### config.mk
export PLATFORM = sky130hd
export DESIGN_NAME = oscwait_timer
export DESIGN_NICKNAME = d
export VERILOG_FILES = /design/src/rtl/oscwait_pkg.sv /design/src/rtl/oscwait_prescale.sv /design/src/rtl/oscwait_countdown.sv /design/src/rtl/oscwait_irq.sv /design/src/rtl/oscwait_timer.sv
export SDC_FILE = /design/constraint.sdc
export NUM_CORES = 1
export LEC_CHECK = 0
export ABC_CLOCK_PERIOD_IN_PS = 2400
export CAP_MARGIN = 20
export CORE_UTILIZATION = 45
export DETAILED_ROUTE_END_ITERATION = 10
export PLACE_DENSITY = 0.77
export SETUP_SLACK_MARGIN = 0.5
export SYNTH_ARGS = -nofsm -noshare
export SYNTH_HDL_FRONTEND = slang
export SYNTH_SLANG_ARGS = --single-unit
### constraint.sdc
create_clock -name clk -period 2.4 [get_ports clk]
set_input_delay 0.6 -clock clk [delete_from_list [all_inputs] [get_ports clk]]
set_output_delay 0.6 -clock clk [all_outputs]
set_load 0.01 [all_outputs]
### src/rtl/oscwait_pkg.sv
package oscwait_pkg;

    parameter int CNT_W_DEF  = 8;
    parameter int DIV_W_DEF  = 3;

    typedef struct packed {
        logic                 en;
        logic                 stable;
        logic [CNT_W_DEF-1:0] cnt;
    } cd_state_t;

    typedef struct packed {
        logic mask;
    } irq_state_t;

endpackage

### src/rtl/oscwait_prescale.sv
module oscwait_prescale #(
    parameter int DIV_W = 3
) (
    input  logic clk,
    input  logic rst_n,
    input  logic restart,
    input  logic run,
    output logic tick
);
    localparam logic [DIV_W-1:0] LAST = {DIV_W{1'b1}};

    logic [DIV_W-1:0] pre_d, pre_q;

    always_comb begin
        pre_d = pre_q;
        if (restart || !run) begin
            pre_d = '0;
        end else begin
            pre_d = pre_q + 1'b1;
        end
    end

    always_ff @(posedge clk or negedge rst_n) begin
        if (!rst_n) pre_q <= '0;
        else        pre_q <= pre_d;
    end

    assign tick = run && !restart && (pre_q == LAST);

    // divided ticks are never on consecutive cycles
    p_tick_gap_r3: assert property (@(posedge clk) disable iff (!rst_n)
        tick |=> !tick);

endmodule

### src/rtl/oscwait_countdown.sv
module oscwait_countdown #(
    parameter int CNT_W = 8
) (
    input  logic             clk,
    input  logic             rst_n,
    input  logic             load,
    input  logic             load_on,
    input  logic [CNT_W-1:0] load_val,
    input  logic             tick,
    output logic             en,
    output logic             stable,
    output logic [CNT_W-1:0] cnt
);
    localparam logic [CNT_W-1:0] ONE = CNT_W'(1);

    typedef struct packed {
        logic             en;
        logic             stable;
        logic [CNT_W-1:0] cnt;
    } st_t;

    st_t s_d, s_q;

    always_comb begin
        s_d = s_q;
        if (load) begin
            s_d.en     = load_on;
            s_d.cnt    = load_val;
            s_d.stable = 1'b0;
        end else if (s_q.en && tick && !s_q.stable) begin
            if (s_q.cnt <= ONE) begin
                s_d.cnt    = '0;
                s_d.stable = 1'b1;
            end else begin
                s_d.cnt    = s_q.cnt - ONE;
            end
        end
    end

    always_ff @(posedge clk or negedge rst_n) begin
        if (!rst_n) s_q <= '0;
        else        s_q <= s_d;
    end

    assign en     = s_q.en;
    assign stable = s_q.stable;
    assign cnt    = s_q.cnt;

    // flag only ever high with the count exhausted
    p_stable_zero_r4: assert property (@(posedge clk) disable iff (!rst_n)
        stable |-> (cnt == '0));

    // without a load the count holds or falls by one
    p_count_step_r3: assert property (@(posedge clk) disable iff (!rst_n)
        (!load && cnt != '0) |=> (cnt == $past(cnt) || cnt == $past(cnt) - ONE));

    // a disabled timer is frozen and never stable
    p_disabled_quiet_r7: assert property (@(posedge clk) disable iff (!rst_n)
        (!en && !load) |=> (!stable && $stable(cnt)));

    // reached stable state persists until a write
    p_stable_hold_r9: assert property (@(posedge clk) disable iff (!rst_n)
        (stable && !load) |=> (stable && cnt == '0));

endmodule

### src/rtl/oscwait_irq.sv
module oscwait_irq (
    input  logic clk,
    input  logic rst_n,
    input  logic mask_wr,
    input  logic mask_val,
    input  logic stable,
    output logic irq
);
    import oscwait_pkg::*;

    irq_state_t r_d, r_q;

    always_comb begin
        r_d = r_q;
        if (mask_wr) r_d.mask = mask_val;
    end

    always_ff @(posedge clk or negedge rst_n) begin
        if (!rst_n) r_q <= '0;
        else        r_q <= r_d;
    end

    assign irq = stable && r_q.mask;

endmodule

### src/rtl/oscwait_timer.sv
module oscwait_timer #(
    parameter int CNT_W = 8,
    parameter int DIV_W = 3
) (
    input  logic             clk,
    input  logic             rst_n,
    input  logic             cfg_wr,
    input  logic             cfg_osc_on,
    input  logic [CNT_W-1:0] cfg_count,
    input  logic             mask_wr,
    input  logic             mask_val,
    output logic             osc_stable,
    output logic             osc_irq,
    output logic [CNT_W-1:0] cnt_value
);
    logic tick;
    logic en;

    oscwait_prescale #(.DIV_W(DIV_W)) u_pre (
        .clk     (clk),
        .rst_n   (rst_n),
        .restart (cfg_wr),
        .run     (en),
        .tick    (tick)
    );

    oscwait_countdown #(.CNT_W(CNT_W)) u_cd (
        .clk      (clk),
        .rst_n    (rst_n),
        .load     (cfg_wr),
        .load_on  (cfg_osc_on),
        .load_val (cfg_count),
        .tick     (tick),
        .en       (en),
        .stable   (osc_stable),
        .cnt      (cnt_value)
    );

    oscwait_irq u_irq (
        .clk      (clk),
        .rst_n    (rst_n),
        .mask_wr  (mask_wr),
        .mask_val (mask_val),
        .stable   (osc_stable),
        .irq      (osc_irq)
    );

    // a write always drops the stable flag on the following cycle
    p_wr_clears_r2: assert property (@(posedge clk) disable iff (!rst_n)
        cfg_wr |=> !osc_stable);

    // an interrupt never appears without the flag
    p_irq_flag_r6: assert property (@(posedge clk) disable iff (!rst_n)
        osc_irq |-> osc_stable);

endmodule

; Yosys cells after proc, flatten, opt, wreduce, memory -nomap -nowiden
; Index checks and enable logic that the tools add are counted.
[word_totals]
ff_bits = 14
inputBits = 14
output_inout_bits = 10
wordCells = 26
[op_classes]
add_sub_neg = 2
order_cmp = 1
eq_ne = 1
muxes = 5
reduce_logical = 12
[op_table]
columns = cell, n
row1 = 2-to-1 mux 9 bit, 2
row2 = "less-or-equal comparator 8 x 1 -> 1 bit, second input constant", 1
row3 = 2-to-1 mux 8 bit, 1
row4 = "subtractor 8 x 1 -> 8 bit, second input constant", 1
row5 = logical AND 1 bit, 5
row6 = nonzero test 2 bit, 2
row7 = "adder 3 x 1 -> 3 bit, second input constant", 1
row8 = "== test 3 bit, second input constant", 1
row9 = logical NOT 1 bit, 3
row10 = 2-to-1 mux 3 bit, 1
row11 = AND reduction 2 bit, 1
row12 = logical OR 1 bit, 1
row13 = 2-to-1 mux 1 bit, 1

; Logic depth before layout (Yosys ltp)
[logic_depth]
ltp_word = 7
ltp_mapped = 6
depth_no_buf = 6

; Hierarchy
; A second synthesis with hierarchy kept.
[unflattened]
cells_unflattened = 75
area_unflattened_um2 = 782.0
[modules_own_cells]
columns = module, n_inst, cells_per_inst, area_per_inst_um2, seq_area_each_um2
row1 = oscwait_countdown, 1, 63, 596.8, 250.2
row2 = oscwait_prescale, 1, 9, 138.9, 75.1
row3 = oscwait_irq, 1, 3, 46.3, 25.0

; Worst setup path before layout
; OpenSTA, ideal clock, no wires.
[synth_timing]
kind = flip-flop to flip-flop
from = reg u_cd.s_q (netlist bit u_cd.cnt[0])
to = reg u_cd.s_q (netlist bit u_cd.cnt[5])
setup_time_ps = 104
arrival_ps = 1731
required_time_ps = 2296
path_slack_ps = 565
stages_incl_launch_ff = 7
path_buffers = 0
synth_period_minus_slack_ps = 1835
cell_sequence = dfrtp_1 > inv_1 > ha_1 > or2_1 > a31o_2 > or4_1 > o311ai_1
[synth_via]
elab_chain_len = 4
word_cells_on_any_way = 5
cone_classes = add/sub (1) / order compare (1) / mux (3)
[synth_lines]
columns = item, line_no
row1 = start: declaration, oscwait_countdown.sv:22  ; st_t s_d, s_q;
row2 = start signal: assignment, oscwait_countdown.sv:41  ; if (!rst_n) s_q <= '0;
row3 = start signal: assignment, oscwait_countdown.sv:42  ; else s_q <= s_d;
row4 = subtractor 8 x 1 -> 8 bit / less-or-equal comparator 8 x 1 -> 1 bit (equally long branches), "oscwait_countdown.sv:35, oscwait_countdown.sv:31"
row5 = 2-to-1 mux 8 bit *, oscwait_countdown.sv:31  ; if (s_q.cnt <= ONE) begin
row6 = 2-to-1 mux 9 bit *, oscwait_countdown.sv:30  ; end else if (s_q.en && tick && !s_q.stable) begin
row7 = 2-to-1 mux 9 bit *, oscwait_countdown.sv:26  ; if (load) begin
; Mark *: on every way between the ends. The rest lies on a longest branch, timed or not. The select of a mux whose other input is x is not followed.
; A chain may end at the register's enable or synchronous reset.

; Worst setup path in the final report
; Same ends and word-level chain as after synthesis.

==> flow_metrics.env <==
export IMPL_path_max_fanout=6
export IMPL_syn_nets=97
export IMPL_hpwl_mm=1.20
export IMPL_critPathBufInv=1
export IMPL_h_tree_depth=1
export IMPL_synth_top_area_frac=0.443
export IMPL_clockPowerShare=0.299
export IMPL_regToRegSetupSlack_ns=0.53
export IMPL_place_congestion=0.787
export IMPL_p_int_uw=423
export IMPL_relSlewSlack=0.576
export IMPL_rows=14
export IMPL_synth_seq_cells=14
export IMPL_core_um2=1580
export IMPL_fin_cells=126
export IMPL_fillCellCount=123
export IMPL_fin_nets=129
export IMPL_endpoint_kind="flip-flop"
export IMPL_cp_depth=6
export IMPL_wire_per_inst_um=14.5
export IMPL_synth_area_per_cell_um2=10.0
export IMPL_numCtsBuffers=3
export IMPL_fin_crit_ns=1.87
export IMPL_maxSlewViolCount=0
export IMPL_period_share=0.780
export IMPL_grt_max_degree=15
export IMPL_cp_slowest_cell="or4_1"
export IMPL_critical_path_top_delay_family="simple AND/OR/NAND/NOR gates"
export IMPL_reg2reg_to="u_cd.cnt[5]$_DFFE_PN0P_"
export IMPL_switchingPower_uw=158
export IMPL_whs_endpoint="u_pre.pre_q[0]$_DFF_PN0_"
export IMPL_synthArstFlopShare=1.00
export IMPL_synth_cells=79
export IMPL_cts_root_buf="clkbuf_4"
export IMPL_gr_total_overflow=0
export IMPL_synth_most_common_cell="dfrtp_1"
export IMPL_start_util=0.502
export IMPL_grt_pass1_wl_mm=2.95
export IMPL_path_cells="inv_1, ha_1, or2_1, a31o_4, or4_1, o311ai_1"
export IMPL_viasPerCell=5.88
export IMPL_cpPeakStageDelay_ns=0.47
export IMPL_p_sw_frac=0.272
export IMPL_antenna_left=0
export IMPL_yosysTopAreaCell="dfrtp_1"
export IMPL_fp_dieH_um=43.9
export IMPL_tightest_slew_ns=0.634
export IMPL_hold_class="flip-flop to flip-flop"
export IMPL_setup_viol=0
export IMPL_synth_edf_count=0
export IMPL_track_usage=0.214
export IMPL_required_ns=2.59
export IMPL_cts_sinks=14
export IMPL_drive_above_1_share=0.209
export IMPL_worstPathArrival_ns=2.06
export IMPL_leakage_nw=0.526
export IMPL_clock_fmax_mhz=534
export IMPL_p_comb_frac=0.229
export IMPL_clock_latency_ns=0.29
export IMPL_antenna_cells=0
export IMPL_critPathLaunchType="flip-flop"
export IMPL_status="finished with violations"
export IMPL_wl_mm=1.82
export IMPL_ios=24
export IMPL_hold_depth=1
export IMPL_portBuffers=23
export IMPL_seqPwrFrac=0.472
export IMPL_cts_buffer_depth=2
export IMPL_num_vias=741
export IMPL_synth_distinct_cells=30
export IMPL_rsz0062_at_grt="yes"
export IMPL_pwr_density_cell_nw_per_um2=513
export IMPL_grt_pass1_vias=675
export IMPL_r2r_start="u_cd.cnt[0]$_DFFE_PN0P_"
export IMPL_die_w_um=43.9
export IMPL_area_growth_pct=43.4
export IMPL_reg2reg_depth=6
export IMPL_ir_worst_vdd_mv=0.320
export IMPL_synth_seq_area_share=0.443
export IMPL_synth_common_cells="dfrtp_1, nand2_1, inv_1"
export IMPL_antenna_found_initial=0
export IMPL_drv_cap=0
export IMPL_hold_start="u_pre.pre_q[0]$_DFF_PN0_"
export IMPL_hold_buffers=0
export IMPL_fin_skew_ns=0.00778
export IMPL_clk_pin_slew_ns=0.09
export IMPL_syn_cell_area_um2=791
export IMPL_violations="DRC"
export IMPL_hold_worst_slack_ns=0.435
export IMPL_die_area_um2=1930
export IMPL_drt_initial_drc_count=16
export IMPL_hold_viol=0
export IMPL_firstDrtPassIters=7
export IMPL_crit_type="flip-flop to flip-flop"
export IMPL_synth_area_top_cells="dfrtp_1, ha_1, nand2_1, mux2_2, nor3_2"
export IMPL_numPlacedInstances=117
export IMPL_cts_tree="done"
export IMPL_ys_warn_count=0
export IMPL_drcViolationCount=2
export IMPL_synth_main_ff_cell="dfrtp_1"
export IMPL_finalSetupTns_ns=0
flip-flops by register name (all words and copies together), names as in the netlist:
signal	cells
u_cd.stable	1
u_pre.pre_q	3
u_cd.cnt	8
u_cd.en	1
u_irq.r_q	1
per-layer routing:
metal,routed length [um],part of all wire,track usage
met2,923,0.51,0.376
met5,0,0,0
met4,33,0.018,0.109
met3,79,0.043,0.0250
met1,787,0.43,0.256
worst max path at each step:
| stage | from | to |
|---|---|---|
| finish | u_cd.cnt[0]$_DFFE_PN0P_ | u_cd.cnt[5]$_DFFE_PN0P_ |
| global route | u_cd.cnt[0]$_DFFE_PN0P_ | u_cd.cnt[5]$_DFFE_PN0P_ |
| CTS | u_cd.stable$_DFFE_PN0P_ | osc_irq |
| detailed placement | cfg_wr | u_cd.cnt[6]$_DFFE_PN0P_ |
| global placement | cfg_wr | u_cd.cnt[6]$_DFFE_PN0P_ |
| floorplan | u_cd.cnt[0]$_DFFE_PN0P_ | u_cd.cnt[5]$_DFFE_PN0P_ |
stage by stage:
stage,power [mW],util,area [um^2],setup slack (ns)
6_report,0.581,0.719,1130,0.529
5_1_grt,0.610,0.719,1130,0.448
4_1_cts,0.581,0.701,1100,0.485
3_5_place_dp,0.398,0.660,1040,0.390
3_3_place_gp,0.395,0.660,1040,0.417
2_1_floorplan,0.333,-,791,0.565
repair_timing:
action,4_1_cts,5_1_grt
setup endpoints to repair,6,5
buffers inserted,3,2
pin swaps,0,1
resized for setup,4,3
endpoints found under the hold margin,0,0
power groups by stage:
stage	Sequential, mW	Clock (mW)	Combinational [mW]
final	0.274	0.174	0.133
after global routing	0.277	0.187	0.145
after CTS	0.277	0.180	0.124
after detailed placement	0.281	0	0.117
after global placement	0.280	0	0.114
after floorplan	0.282	0	0.0510
placed cells by master (no fill, tap or decap), drive strengths merged:
master / count
nand2b: 2
or3: 2
a31oi: 1
o31a: 2
inv: 5
nor3: 3
o31ai: 2
a2bb2oi: 2
nor4: 1
ha: 4
a21oi: 2
a31o: 1
nand3b: 1
nor3b: 2
a221o: 1
o21ai: 6
or4: 1
or2: 1
or2b: 2
clkbuf: 4
nand2: 9
buf: 6
o311ai: 1
nor2: 4
mux2: 3
and3: 1
nand4b: 1
and2: 1
dlymetal6s2s: 2
nand3: 2
clkdlybuf4s50: 21
dfrtp: 14
cell families (layout without fill, tap and decap cells):
kind of cell | Yosys count | after routing | share of synthesized area
buffers and inverters | 7 | 38 | 0.0332
and+or+nand+nor | 33 | 33 | 0.261
adders and majority gates | 4 | 4 | 0.0633
AOI/OAI and AO/OA | 18 | 18 | 0.157
muxes | 3 | 3 | 0.0427
DFF | 14 | 14 | 0.443
worst register-to-register path, stage by stage (launching register included):
cell and delay (ns):
dfrtp_2 0.42, inv_1 0.08, ha_1 0.22, or2_1 0.25, a31o_4 0.26, or4_1 0.47, o311ai_1 0.08
layout make-up:
cell class | instances | area (um^2) | area share
Multi-Input combinational cell | 58 | 423 | 0.373
Sequential cell | 14 | 355 | 0.313
Timing Repair Buffer | 29 | 280 | 0.247
Clock buffer | 4 | 36.3 | 0.0320
Tap cell | 16 | 20.0 | 0.0177
Inverter | 5 | 18.8 | 0.0166
No activity file was read; power rests on OpenSTA's default activity.
